`config.mk`:
```
export PLATFORM = sky130hd
export DESIGN_NAME = bittest_branch_unit
export DESIGN_NICKNAME = d
export VERILOG_FILES = /design/src/rtl/bt_pkg.sv /design/src/rtl/bt_rst_sync.sv /design/src/rtl/bt_bit_pick.sv /design/src/rtl/bt_ip_calc.sv /design/src/rtl/bittest_branch_unit.sv
export SDC_FILE = /design/constraint.sdc
export NUM_CORES = 1
export LEC_CHECK = 0
export BUFFER_PORTS_ARGS = -buffer_cell sky130_fd_sc_hd__buf_4
export CORE_MARGIN = 3
export CORE_UTILIZATION = 52
export CTS_CLUSTER_DIAMETER = 80
export CTS_CLUSTER_SIZE = 12
export DETAILED_ROUTE_END_ITERATION = 8
export PLACE_DENSITY = 0.88
export SLEW_MARGIN = 30
export SYNTH_ARGS = -nofsm -noshare
export SYNTH_HDL_FRONTEND = slang
export SYNTH_SLANG_ARGS = --single-unit
```
`constraint.sdc`:
```
create_clock -name clk -period 3.9 [get_ports clk]
set_clock_uncertainty 0.2 [all_clocks]
set_input_delay 0.975 -clock clk [delete_from_list [all_inputs] [get_ports clk]]
set_output_delay 0.975 -clock clk [all_outputs]
set_load 0.02 [all_outputs]
```
`src/rtl/bt_pkg.sv`:
```
package bt_pkg;
  localparam int XLEN   = 32;
  localparam int DISP_W = 13;
  localparam int CC_W   = 3;

  typedef enum logic {
    OP_BR_CLR = 1'b0,
    OP_BR_SET = 1'b1
  } bt_op_e;

  localparam logic [CC_W-1:0] CC_BIT_ONE  = 3'b010;
  localparam logic [CC_W-1:0] CC_BIT_ZERO = 3'b000;
endpackage

```
`src/rtl/bt_rst_sync.sv`:
```
module bt_rst_sync (
  input  logic clk,
  input  logic rst_n,
  output logic rst_sync_n
);
  logic [1:0] stage_q;

  always_ff @(posedge clk or negedge rst_n) begin
    if (!rst_n) stage_q <= 2'b00;
    else        stage_q <= {stage_q[0], 1'b1};
  end

  assign rst_sync_n = stage_q[1];
endmodule

```
`src/rtl/bt_bit_pick.sv`:
```
module bt_bit_pick #(
  parameter int XLEN  = 32,
  parameter int POS_W = 32,
  localparam int IDX_W = $clog2(XLEN)
) (
  input  logic [XLEN-1:0]  src_i,
  input  logic [POS_W-1:0] pos_i,
  output logic             bit_o
);
  logic [IDX_W-1:0] idx;
  logic             unused_pos_hi;

  assign idx           = pos_i[IDX_W-1:0];
  assign unused_pos_hi = ^pos_i[POS_W-1:IDX_W];
  assign bit_o         = src_i[idx];
endmodule

```
`src/rtl/bt_ip_calc.sv`:
```
module bt_ip_calc #(
  parameter int XLEN   = 32,
  parameter int DISP_W = 13,
  localparam int WORD_W = XLEN - 2,
  localparam int EXT_W  = XLEN - DISP_W
) (
  input  logic [XLEN-1:0]   ip_i,
  input  logic [DISP_W-1:0] disp_i,
  input  logic              take_i,
  output logic [XLEN-1:0]   next_ip_o
);
  logic [WORD_W-1:0] ip_word;
  logic [WORD_W-1:0] disp_word;
  logic [WORD_W-1:0] tgt_word;
  logic [WORD_W-1:0] seq_word;
  logic              unused_low;

  assign ip_word    = ip_i[XLEN-1:2];
  assign disp_word  = {{EXT_W{disp_i[DISP_W-1]}}, disp_i[DISP_W-1:2]};
  assign unused_low = ^{ip_i[1:0], disp_i[1:0]};

  always_comb begin
    tgt_word  = ip_word + disp_word;
    seq_word  = ip_word + {{(WORD_W-1){1'b0}}, 1'b1};
    next_ip_o = {(take_i ? tgt_word : seq_word), 2'b00};
  end
endmodule

```
`src/rtl/bittest_branch_unit.sv`:
```
module bittest_branch_unit
  import bt_pkg::*;
#(
  parameter int POS_W = 32
) (
  input  logic              clk,
  input  logic              rst_n,
  input  logic              valid_i,
  input  logic              op_i,
  input  logic [XLEN-1:0]   src_i,
  input  logic [POS_W-1:0]  pos_i,
  input  logic [DISP_W-1:0] disp_i,
  input  logic [XLEN-1:0]   ip_i,
  output logic [CC_W-1:0]   cc_o,
  output logic [XLEN-1:0]   next_ip_o,
  output logic              taken_o,
  output logic              done_o
);
  logic            rst_sync_n;
  logic            bit_val;
  logic            take;
  bt_op_e          op;
  logic [XLEN-1:0] ip_calc;

  logic [CC_W-1:0] cc_q,   cc_d;
  logic [XLEN-1:0] nip_q,  nip_d;
  logic            tk_q,   tk_d;
  logic            done_q, done_d;

  bt_rst_sync u_rst_sync (
    .clk        (clk),
    .rst_n      (rst_n),
    .rst_sync_n (rst_sync_n)
  );

  bt_bit_pick #(.XLEN(XLEN), .POS_W(POS_W)) u_bit_pick (
    .src_i (src_i),
    .pos_i (pos_i),
    .bit_o (bit_val)
  );

  assign op   = bt_op_e'(op_i);
  assign take = (op == OP_BR_SET) ? bit_val : ~bit_val;

  bt_ip_calc #(.XLEN(XLEN), .DISP_W(DISP_W)) u_ip_calc (
    .ip_i      (ip_i),
    .disp_i    (disp_i),
    .take_i    (take),
    .next_ip_o (ip_calc)
  );

  // next-state
  always_comb begin
    cc_d   = cc_q;
    nip_d  = nip_q;
    tk_d   = 1'b0;
    done_d = 1'b0;
    if (valid_i) begin
      cc_d   = bit_val ? CC_BIT_ONE : CC_BIT_ZERO;
      nip_d  = ip_calc;
      tk_d   = take;
      done_d = 1'b1;
    end
  end

  // registers
  always_ff @(posedge clk or negedge rst_sync_n) begin
    if (!rst_sync_n) begin
      cc_q   <= '0;
      nip_q  <= '0;
      tk_q   <= 1'b0;
      done_q <= 1'b0;
    end else begin
      cc_q   <= cc_d;
      nip_q  <= nip_d;
      tk_q   <= tk_d;
      done_q <= done_d;
    end
  end

  assign cc_o      = cc_q;
  assign next_ip_o = nip_q;
  assign taken_o   = tk_q;
  assign done_o    = done_q;
endmodule

```
# Word-level counts from Yosys, hierarchy flattened

Index checks and enable logic that the tools add are counted.

Output and inout port bits: 37
Input port bits: 113
Register bits after elaboration: 37
Word-level logic and storage cells: 16

Magnitude comparators: 1
Bitwise logic cells: 1
$add $sub $neg: 2
Multiplexer cells: 7

Operators by type and width:

| operator              | count |
|---|---|
| $add 30x1->30 const B | 1 |
| $add 30x30->30        | 1 |
| $mux 30               | 1 |
| $lt 5x6->1 const B    | 1 |
| $bmux 1 s5            | 1 |
| $mux 1                | 4 |
| $mux 2                | 1 |
| $not 1->1             | 1 |

# Depth between registers and ports, before layout

Gate-level depths: netlist of run 1.

Depth in word-level cells: 5
Depth in mapped cells: 23
Gate-level depth less buffers: 20

# Modules after synthesis

From an unflattened synthesis of run 1, not the netlist that was laid out.

Cells, all modules: 380
Area, all modules: 3558.4 sq um

By module, submodules not included:

| module              | seq. area each (sq um) | instances | cells each | area each (sq um) |
|---|---|---|---|---|
| bt_ip_calc          | 0.0                    | 1         | 259        | 1717.9 |
| bittest_branch_unit | 875.8                  | 1         | 77         | 1461.4 |
| bt_bit_pick         | 0.0                    | 1         | 41         | 325.3 |
| bt_rst_sync         | 50.0                   | 1         | 3          | 53.8 |

# Worst setup path after synthesis of run 1

Ideal clock, no wire load.

Path kind: in2reg
Start point: input pos_i[1]
End point: register nip_q[24], in the netlist next_ip_o[24]
Setup slack: -1.758 ns
Stages: 22
Library setup time: 0.125 ns
Arrival time: 5.334 ns
Required time: 3.575 ns
Cell sequence: buf_6 buf_12 mux2i_1 nand2_1 and3_1 a31oi_1 and2_1 xnor2_1 clkbuf_1 or2_2 ha_1 inv_1 fa_1 nand2b_1 a21oi_1 nor4_1 o31ai_1 nand4_1 a21oi_1 mux2i_1 xnor2_1 mux2_2

Longest elaborated chain between the ends: 5

Ends and longest elaborated chain:

| element                        | RTL line                  | text |
|---|---|---|
| start: declaration             | bittest_branch_unit.sv:11 | `input logic [POS_W-1:0] pos_i,` |
| $bmux 1 s5 *                   | bt_bit_pick.sv:15         | `assign bit_o = src_i[idx];` |
| $mux 1 (implied by the code) * | bt_bit_pick.sv:15         |  |
| $not 1->1                      | bittest_branch_unit.sv:43 | `assign take = (op == OP_BR_SET) ? bit_val : ~bit_val;` |
| $mux 1 *                       | bittest_branch_unit.sv:43 |  |
| $mux 30 *                      | bt_ip_calc.sv:25          | `next_ip_o = {(take_i ? tgt_word : seq_word), 2'b00};` |
| end signal: assignment         | bittest_branch_unit.sv:75 | `nip_q <= nip_d;` |
| end: declaration               | bittest_branch_unit.sv:26 | `logic [XLEN-1:0] nip_q, nip_d;` |

Every way passes the cells marked *; elsewhere a longest branch is shown, timed or not. The select of a mux whose other input is x is not followed.
A chain may end at the register's enable or synchronous reset.

# Worst setup path after layout of run 1

Same ends and word-level chain as after synthesis.

==> summary.md, run 1 <==
| Metric | Value |
|---|---|
| Via count | 3993 |
| Top cell type's share of synthesized area | 0.272 |
| Synth Area in Adders | 0.0450 |
| Largest cells by area after synthesis | dfrtp_1 (27%), xnor2_1 (6.3%), mux2i_1 (6.2%), mux2_2 (5.2%), nor2_1 (4.0%) |
| Initial antenna violation count | 0 |
| Nets | 675 |
| CP Capture Type | flop |
| Clock Latency Late Sink | 0.29 ns |
| Num CTS Buffers | 5 |
| Setup crit start kind | input port |
| Xor and xnor area share after synthesis | 0.0734 |
| Distinct cells, synth | 62 |
| Post-synthesis mux area share | 0.115 |
| Count of pins over their slew limit | 0 |
| Seq pwr share | 0.278 |
| Hold Crit Class | reg2async |
| CP Class | in2reg |
| Register-to-register setup slack | 2.84 ns |
| Yosys reg bits | 35 |
| Peak supply drop | 0.237 mV |
| FF-to-FF path depth | 1 |
| Post-place setup slack | -1.36 ns |
| Largest family of logic cells by synthesized area | simple AND/OR/NAND/NOR gates |
| Post-Syn Area | 0.00322 mm2 |
| DRT Pass-1 Iters | 6 |
| RSZ-0062 raised after global routing | true |
| R2r startpoint | next_ip_o[28] |
| CTS root buf | clkbuf_8 |
| Fin worst setup slack | -0.915 ns |
| DR iter-0 viols | 392 |
| CTS tree | done |
| Hold Vio Cnt, Final | 0 |
| DP Cell Count | 593 |
| Routed WL per cell | 21.1 um |
| Layout cells sized above 1 | 0.533 |
| Clock power share | 0.145 |
| Area growth syn-to-layout | 62.8% |
| Worst hold margin | 0.0704 ns |
| Crit-path max cell delay | 0.39 ns |
| Fmax | 208 MHz |
| DIE AREA | 0.00718 mm2 |
| Final setup vio count | 23 |
| Ys Warns | 0 |
| Status | complete, but fails checks |
| Pwr Density | 325 mW/mm2 |
| Max Cap Viol | 0 |
| Crit-path cells | buf_16 > mux2i_1 > a22oi_1 > and3_1 > a31oi_2 > and2_4 > xnor2_4 > or2_4 > ha_4 > inv_2 > fa_2 > nand2b_4 > a21oi_4 > nor4_4 > o31ai_4 > buf_6 > nand4_1 > a21oi_4 > mux2i_1 > xnor2_1 > mux2_2 |
| CP Max Fanout | 7 |
| PortBufs | 114 |
| Ys async rst share | 1.00 |
| Req. time, crit path | 3.88 ns |
| Initial Utilization | 0.541 |
| Ant diodes | 0 |
| Io pins | 150 |
| Grt total ovfl | 0 |
| DR vias/cell | 6.39 |
| Psw | 657 uW |
| Gate Count Post-Synth | 378 |
| Violated checks | setup timing |
| Final Cycle Share | 1.23 |
| Fin cells | 625 |
| R2r endpoint | next_ip_o[28] |
| WL final | 13200 um |
| Average size of a mapped cell | 8.53 um2 |
| Filler instances | 297 |
| Sequential fraction of the synthesis area | 0.272 |
| Largest buffer count on any clock path | 2 |
| Hold_buf cts | 0 |
| Final cell utilization of the core | 0.881 |
| Worst path slowest cell | fa_2 |
| H-tree levels | 2 |
| Num Clock Sinks | 35 |
| Compound-gate portion of the synthesized area | 0.196 |
| Primary FF master, synth | dfrtp_1 |
| Synth Area in Simple Gates | 0.239 |
| Least-Margin Pin Slew | 0.561 ns |
| Die extent in x | 84.7 um |
| First-pass GRT wire length | 17900 um |
| Row count | 28 |
| Vias in the first global route | 3842 |
| Largest net degree at the start of global routing | 41 |
| Cell accounting for the most synthesized area | dfrtp_1 |
| Crit path time final | 4.81 ns |
| Switch share | 0.385 |
| Arr. time, crit path | 4.80 ns |
| Logic pwr share | 0.577 |
| Number of synthesized flops with an enable pin | 0 |
| Gr usage total | 0.307 |
| Internal power | 1050 uW |
| DRC | 0 |
| Routability Congestion | 0.981 |
| Clock transition at path regs | 0.07 ns |
| Hpwl dp | 8000 um |
| Leak | 0.00234 uW |
| Slew HR | 0.624 |
| Core area | 0.00596 mm2 |
| ANT nets after route | 0 |
| Chip height | 84.7 um |
[registers in the layout, summed over array words and instances (netlist names)]
| signal | count |
|---|---|
| cc_o | 1 |
| done_o | 1 |
| next_ip_o | 30 |
| taken_o | 1 |
| u_rst_sync.stage_q | 2 |
[layout make-up]
class	count	area, um2	share of cell area
flip-flops and latches	35	876	0.167
inverters	9	33.8	0.00644
well taps	75	93.8	0.0179
multi-input cells	310	2650	0.504
repair buffers	190	1530	0.291
clock buffers	6	72.6	0.0138
[Yosys cell counts, types with 6 or more instances]
master / number
dfrtp_1: 35
o21a_1: 7
xnor2_1: 23
nand3_1: 16
ha_1: 10
nor3_1: 9
nand4_1: 11
mux2_2: 15
and3_1: 6
nand2_1: 19
nor2_1: 34
mux2i_1: 20
or2_2: 10
nand2b_1: 7
inv_1: 8
a21oi_1: 17
nor4_1: 6
o21ai_0: 14
clkbuf_1: 14
nor2b_1: 11
[routing by layer]
metal / track usage / wire length, um / up-vias
met1: 0.355 / 4570 / 1877
li1: - / - / 1726
met4: 0.121 / 756 / 0
met2: 0.548 / 6650 / 302
met3: 0.0658 / 1200 / 88
met5: 0 / 0 / -
[logic make-up after synthesis]
kind of cell	after synthesis
adder cells (fa/ha/maj)	11
multiplexers	35
XOR/XNOR	27
other	2
flip-flops	35
AND/OR/NAND/NOR	146
AO/OA/AOI/OAI	86
buffers and inverters	36
[critical path: cells and delay by family]
| kind | cells | cell delay [ns] |
|---|---|---|
| buffers and inverters | 3 | 0.32 |
| muxes | 3 | 0.73 |
| and+or+nand+nor | 6 | 0.95 |
| adders and majority gates | 2 | 0.53 |
| AOI/OAI and AO/OA | 5 | 1.05 |
| xor gates and xnor gates | 2 | 0.24 |
[power by group through the flow]
stage / clock [uW] / combinational, uW / sequential (uW)
floorplan: 0 / 359 / 567
global placement: 0 / 764 / 475
detailed placement: 0 / 786 / 479
CTS: 248 / 877 / 473
global route: 259 / 1030 / 484
finish: 248 / 983 / 474
[stage by stage]
stage / power (uW) / instance area [um2] / TNS [ns]
floorplan: 926 / 3380 / -15.67
global placement: 1240 / 4550 / -22.26
detailed placement: 1260 / 4550 / -25.78
CTS: 1600 / 4980 / -10.88
global route: 1770 / 5250 / -18.32
finish: 1700 / 5250 / -15.49
[placed cells by master, fill, tap and decap left out, drive strengths merged, types with 15 or more instances in the layout]
cell type	n
buf	190
mux2i	20
nand2	19
a21oi	17
nand3	16
xnor2	23
nor2	34
dfrtp	35
mux2	15
o21ai	15
[worst max-delay path by stage]
stage | end | slack [ns] | cells past startpoint | start
finish | next_ip_o[24] | -0.91 | 21 | pos_i[1]
global route | next_ip_o[24] | -1.06 | 21 | pos_i[1]
CTS | next_ip_o[25] | -0.73 | 20 | pos_i[0]
detailed placement | next_ip_o[25] | -1.36 | 20 | pos_i[1]
global placement | next_ip_o[30] | -1.16 | 20 | pos_i[1]
floorplan | next_ip_o[30] | -1.06 | 22 | pos_i[1]
[timing repair]
action                                  CTS  global route
endpoints found under the setup margin   23            24
gates cloned                              1             0
pin swaps                                41            27
gates resized for setup                  52            38
setup buffers                            16            12
Note: power is estimated with default switching activity, not from simulation.
==> inputs of run 2 (changes only) <==
CORE_UTILIZATION = 50   (was 52)
CTS_CLUSTER_SIZE = not set   (was 12)
PLACE_DENSITY = 0.85   (was 0.88)
==> run 2 against run 1 <==
Effect of this change:
- the flow still finishes with violations (setup timing)
- clock-buffer cell count did not move
- clock power is 13% higher
- maximum frequency rose by 3.6%
- utilization shrank 6.0 points
- sequential power hardly changed
- critical path depth down 1
- power shrank 4.1%
- via count decreased by 8.2%
- sequential share of layout area increased by 0.82 points
- first-iteration DRC count decreased by 29%
==> summary.md, run 2 (synthesized netlist as in run 1, its figures left out) <==
| Metric | Value |
|---|---|
| Status | complete, but fails checks |
| Violated checks | setup timing |
| Count of buffer and inverter cells on the critical path | 3 (unchanged) |
| Crit path time final | 4.65 ns (-0.167 ns) |
| Worst path slowest cell | or3_4 |
| Least-Margin Pin Slew | 0.517 ns (-0.0437 ns) |
| Largest net degree at the start of global routing | 41 (unchanged) |
| Met3 wire length | 817 um (-32%) |
| Fin worst setup slack | -0.747 ns (+0.167 ns) |
| RSZ-0062 raised after global routing | true |
| Largest buffer count on any clock path | 2 (unchanged) |
| Req. time, crit path | 3.88 ns (about the same) |
| Crit-path max cell delay | 0.42 ns (+0.03 ns) |
| Vias in the first global route | 3742 (-2.6%) |
| Initial Utilization | 0.529 (-0.0124) |
| Leak | 0.00227 uW (-3.2%) |
| Die extent in x | 86.3 um (+1.8%) |
| Hold Crit Class | reg2async |
| DR WL met2 | 5500 um (-17%) |
| Most frequent cells in the layout | buf_4 (174), dfrtp_1 (35), nor2_1 (30) |
| DR vias/cell | 5.91 (-7.5%) |
| Num Clock Sinks | 35 (unchanged) |
| Reg area | 876 um2 (unchanged) |
| Num CTS Buffers | 5 (unchanged) |
| Peak supply drop | 0.280 mV (+18%) |
| DRC | 0 (unchanged) |
| First-pass GRT wire length | 17700 um (-1.0%) |
| Crit-path leading delay family | simple AND/OR/NAND/NOR gates |
| Area of the multi-input gates | 0.00246 mm2 (-7.1%) |
| Slew HR | 0.653 (+0.0293) |
| Max reg flops | 30 (unchanged) |
| Crit-path cells | buf_16 > mux2i_4 > a22oi_2 > and3_4 > a31oi_2 > and2_4 > xnor2_4 > buf_6 > nor2b_1 > ha_2 > or3_4 > nor2_2 > o21ai_2 > a311oi_2 > o21bai_2 > buf_4 > or2_2 > o21a_1 > xnor2_1 > mux2_2 |
| Chip height | 86.3 um (+1.8%) |
| Core area | 0.00610 mm2 (+2.4%) |
| Critical Path Stages | 20 (-4.8%) |
| Worst setup path start | pos_i[1] |
| Clock transition at path regs | 0.08 ns (about the same) |
| Top Metal Used | met4 |
| M1 wire length | 4310 um (-5.8%) |
| CTS tree | done |
| Count of pins over their slew limit | 0 (unchanged) |
| CTS root buf | clkbuf_8 |
| Pwr Density | 327 mW/mm2 (+0.62%) |
| Layout cells sized above 1 | 0.492 (-0.0410) |
| Nets | 669 (-0.89%) |
| Post-place setup slack | -1.38 ns (-0.0223 ns) |
| Routed WL per cell | 17.8 um (-16%) |
| Via count | 3665 (-8.2%) |
| Clock Latency Late Sink | 0.29 ns (about the same) |
| DR iter-0 viols | 277 (-29%) |
| FF-to-FF path depth | 1 (unchanged) |
| Register-to-register setup slack | 2.84 ns (about the same) |
| WL final | 11000 um (-16%) |
| DP Cell Count | 594 (+0.17%) |
| DRT Pass-1 Iters | 5 (-1) |
| Row count | 28 (unchanged) |
| Ant diodes | 0 (unchanged) |
| Commonest non-fill, non-tap cell in the layout | buf_4 |
| R2r endpoint | next_ip_o[28] |
| R2r startpoint | next_ip_o[28] |
| Setup crit start kind | input port |
| Grt total ovfl | 0 (unchanged) |
| CP Class | in2reg |
| Filler instances | 399 (+34%) |
| Routability Congestion | 0.974 (-0.75%) |
| Hpwl dp | 8050 um (+0.67%) |
| Fin cells | 620 (-0.80%) |
| Final setup vio count | 21 (-8.7%) |
| CP Capture Type | flop |
| Hold Vio Cnt, Final | 0 (unchanged) |
| Io pins | 150 (unchanged) |
| Gr usage total | 0.297 (-0.00934) |
| Crit path to | next_ip_o[15] |
| H-tree levels | 2 (unchanged) |
| Area growth syn-to-layout | 55.2% |
| PortBufs | 114 (unchanged) |
| Initial antenna violation count | 0 (unchanged) |
| Max Cap Viol | 0 (unchanged) |
| Arr. time, crit path | 4.63 ns (-0.17 ns) |
| Final Cycle Share | 1.19 (-0.0429) |
| ANT nets after route | 0 (unchanged) |
| DIE AREA | 0.00745 mm2 (+3.7%) |
| Worst hold margin | 0.0785 ns (+0.00810 ns) |
| Fmax | 215 MHz (+3.6%) |
| CP Max Fanout | 8 (+1) |
-- run 2: cell types whose count changed in the layout (fill, tap and decap cells not counted), sizes merged --
| cell | before | now |
|---|---|---|
| buf | 190 | 184 |
| clkinv | 1 | 2 |
-- run 2: per-layer routing --
layer,GRT usage,up-vias
met1,0.365,1729
li1,-,1708
met3,0.0561,40
met2,0.507,188
met4,0.132,0
met5,0,-
-- run 2: metrics by stage --
| stage | setup TNS (ns) | power (uW) | cell area, um2 | utilization |
|---|---|---|---|---|
| floorplan | -15.67 | 926 | 3380 | - |
| global placement | -23.03 | 1240 | 4540 | 0.745 |
| detailed placement | -26.54 | 1260 | 4540 | 0.745 |
| CTS | -11.10 | 1600 | 4890 | 0.802 |
| global route | -17.03 | 1720 | 5000 | 0.821 |
| finish | -13.15 | 1640 | 5000 | 0.821 |
-- run 2: worst min-delay path by stage --
stage          cells past startpoint  slack (ns)                    end
2_1_floorplan                      0        0.13  u_rst_sync.stage_q[1]
3_3_place_gp                       1        0.09                cc_o[1]
3_5_place_dp                       1        0.10                cc_o[1]
6_report                           1        0.08          next_ip_o[28]
5_1_grt                            1        0.14           next_ip_o[6]
4_1_cts                            1         0.1           next_ip_o[6]
-- run 2: power breakdown --
part,switching [uW],internal [uW],total [uW]
Sequential,37.8,433,471
Clock,142,139,280
Combinational,431,453,884
Total,610,1020,1640
-- run 2: layout make-up --
cell class | count | area share
clock buffer | 6 | 0.0165
tap | 75 | 0.0188
timing repair buffer | 184 | 0.291
inverter | 9 | 0.00675
multi-input combinational | 310 | 0.491
sequential | 35 | 0.175
clock inverter | 1 | 0.00100
-- run 2: what timing repair did --
| action | in CTS | in global routing |
|---|---|---|
| hold buffers | 0 | 0 |
| gates resized for setup | 37 | 15 |
| pin swaps | 32 | 21 |
| hold endpoints to repair | 0 | 0 |
| buffers inserted | 13 | 8 |
| endpoints found under the setup margin | 23 | 24 |
| gates cloned | 1 | 0 |
==> inputs of run 3 (changes only) <==
RECOVER_POWER = 25   (was not set)
clock period = 5.6 ns   (was 3.9 ns; I/O delays follow)
==> run 3 against run 2 <==
Effect of this change:
- the flow now finishes without violations
- routed wire length fell by 14%
- sequential share of layout area rose by 2.0 points
- final area fell by 10%
- global-route usage fell by 4.0 points
- utilization fell by 8.4 points
- combinational power fell by 41%
- highest routed layer unchanged
==> summary.md, run 3 (synthesized netlist as in run 1, its figures left out) <==
| Metric | Value |
|---|---|
| PnR Total Power | 1080 uW (-34%) |
| Crit-path max cell delay | 0.42 ns (about the same) |
| Gr usage total | 0.257 (-0.0400) |
| Commonest non-fill, non-tap cell in the layout | buf_4 |
| Area growth syn-to-layout | 39.3% |
| H-tree levels | 2 (unchanged) |
| Max Cap Viol | 0 (unchanged) |
| Status | completed |
| CP Class | in2reg |
| RSZ-0062 raised after global routing | false |
| Slew HR | 0.108 (-0.545) |
| Reg area | 876 um2 (unchanged) |
| Crit-path leading delay family | compound AO/OA/AOI/OAI gates |
| Hold Vio Cnt, Final | 0 (unchanged) |
| Fin worst setup slack | 0.186 ns (+0.933 ns) |
| Count of pins over their slew limit | 0 (unchanged) |
| Most frequent cells in the layout | buf_4 (147), dfrtp_1 (35), nor2_1 (33) |
| Row count | 28 (unchanged) |
| Fmax | 185 MHz |
| Post-place setup slack | -0.343 ns (+1.04 ns) |
| Routability Congestion | 0.965 (-0.85%) |
| Top cell by count, worst path | buf_4 |
| Clock Latency Late Sink | 0.29 ns (about the same) |
| Core area | 0.00610 mm2 (unchanged) |
| PortBufs | 114 (unchanged) |
| Final TNS setup | 0 ns (+13.15 ns) |
| Worst path slowest cell | or3_1 |
| Req. time, crit path | 5.58 ns (+1.70 ns) |
| Least-Margin Pin Slew | 1.34 ns (+0.821 ns) |
| Final Cycle Share | 0.967 |
| WL final | 9500 um (-14%) |
| Via count | 3404 (-7.1%) |
| DR iter-0 viols | 182 (-34%) |
| CTS tree | done |
| Filler instances | 477 (+20%) |
| Area of the multi-input gates | 0.00226 mm2 (-8.1%) |
| CTS root buf | clkbuf_8 |
| DR vias/cell | 5.81 (-1.7%) |
| DIE AREA | 0.00745 mm2 (unchanged) |
| Num CTS Buffers | 5 (unchanged) |
| Initial Utilization | 0.529 (unchanged) |
| Vias in the first global route | 3409 (-8.9%) |
| Nets | 635 (-5.1%) |
| Crit-path cells | buf_6 > buf_4 > mux2i_1 > a22oi_1 > a31oi_2 > and2_4 > xnor2_2 > buf_4 > nor2b_1 > ha_1 > or3_1 > nor2_1 > o21ai_1 > a311oi_2 > o21bai_1 > buf_4 > o22a_1 > o22ai_2 > mux2i_1 > xnor2_1 > mux2_2 |
| Peak supply drop | 0.164 mV (-41%) |
| First-pass GRT wire length | 15800 um (-11%) |
| Crit path time final | 5.41 ns |
| Ant diodes | 0 (unchanged) |
| Pwr Density | 241 mW/mm2 (-26%) |
| Fin cells | 586 (-5.5%) |
| Hold_buf cts | 0 (unchanged) |
| Largest net degree at the start of global routing | 41 (unchanged) |
| Num Clock Sinks | 35 (unchanged) |
| ANT nets after route | 0 (unchanged) |
| Layout cells sized above 1 | 0.397 (-0.0945) |
| Routed WL per cell | 16.2 um (-8.8%) |
| CP Capture Type | flop |
| DRT Pass-1 Iters | 5 (unchanged) |
| Hold Crit Class | reg2async |
| CP Max Fanout | 13 (+5) |
| Io pins | 150 (unchanged) |
| Leak | 0.00205 uW (-9.7%) |
| Arr. time, crit path | 5.39 ns (+0.76 ns) |
| Largest buffer count on any clock path | 2 (unchanged) |
| Grt total ovfl | 0 (unchanged) |
| Count of buffer and inverter cells on the critical path | 4 (+1) |
| DRC | 0 (unchanged) |
| Die extent in x | 86.3 um (unchanged) |
| Chip height | 86.3 um (unchanged) |
| Hpwl dp | 7530 um (-6.4%) |
| Clock transition at path regs | 0.08 ns (about the same) |
| Max reg flops | 30 (unchanged) |
| DP Cell Count | 578 (-2.7%) |
| Initial antenna violation count | 0 (unchanged) |
| Final setup vio count | 0 (-100%) |
| Setup crit start kind | input port |
-- run 3: cell types whose count changed in the layout (fill, tap and decap cells not counted), sizes merged --
cell      previous run  this run
buf                184       148
bufinv               0         1
clkbuf               6         7
clkinv               2         1
clkinvlp             0         1
-- run 3: timing repair --
item	4_1_cts	5_1_grt
setup buffers	0	1
endpoints found under the setup margin	1	11
resized for setup	1	7
pin swaps	1	4
-- run 3: per-stage QoR --
step,instance area (um2),hold WS [ns],util
6_report,4490,0.00256,0.736
5_1_grt,4490,0.0517,0.736
4_1_cts,4470,0.0371,0.733
3_5_place_dp,4350,0.0315,0.714
3_3_place_gp,4350,0.000720,0.714
2_1_floorplan,3300,0.131,-
-- run 3: where the power goes --
group          switching [uW]  total (uW)  internal (uW)
combinational             265         524            259
clock                    99.5         230            130
sequential               27.6         329            302
total                     392        1080            691
-- run 3: final timing paths --
kind | slack [ns] | start | depth (start not counted) | to
worst max register to register | 3.60 | u_rst_sync.stage_q[1] | 1 | next_ip_o[22]
worst min-delay path | 0.003 | u_rst_sync.stage_q[1] | 0 | next_ip_o[2]
worst max-delay path | 0.19 | pos_i[1] | 21 | next_ip_o[27]
max in group asynchronous | 3.60 | u_rst_sync.stage_q[1] | 1 | next_ip_o[22]
min in group clk | 0.16 | u_rst_sync.stage_q[0] | 0 | u_rst_sync.stage_q[1]
worst min register to register | 0.003 | u_rst_sync.stage_q[1] | 0 | next_ip_o[2]
-- run 3: area by class of cell --
type / instances / area share
well taps: 75 / 0.0209
flip-flops and latches: 35 / 0.195
multi-input cells: 310 / 0.503
inverters: 9 / 0.00753
clock buffers: 5 / 0.0153
clock inverters: 2 / 0.00836
repair buffers: 150 / 0.250
-- run 3: metal layers --
| metal | global-route usage | share of wire | vias to the layer above |
|---|---|---|---|
| met4 | 0.0793 | 0.021 | 0 |
| met1 | 0.320 | 0.40 | 1593 |
| met3 | 0.0437 | 0.079 | 20 |
| met5 | 0 | 0 | - |
| li1 | - | - | 1634 |
| met2 | 0.453 | 0.50 | 157 |
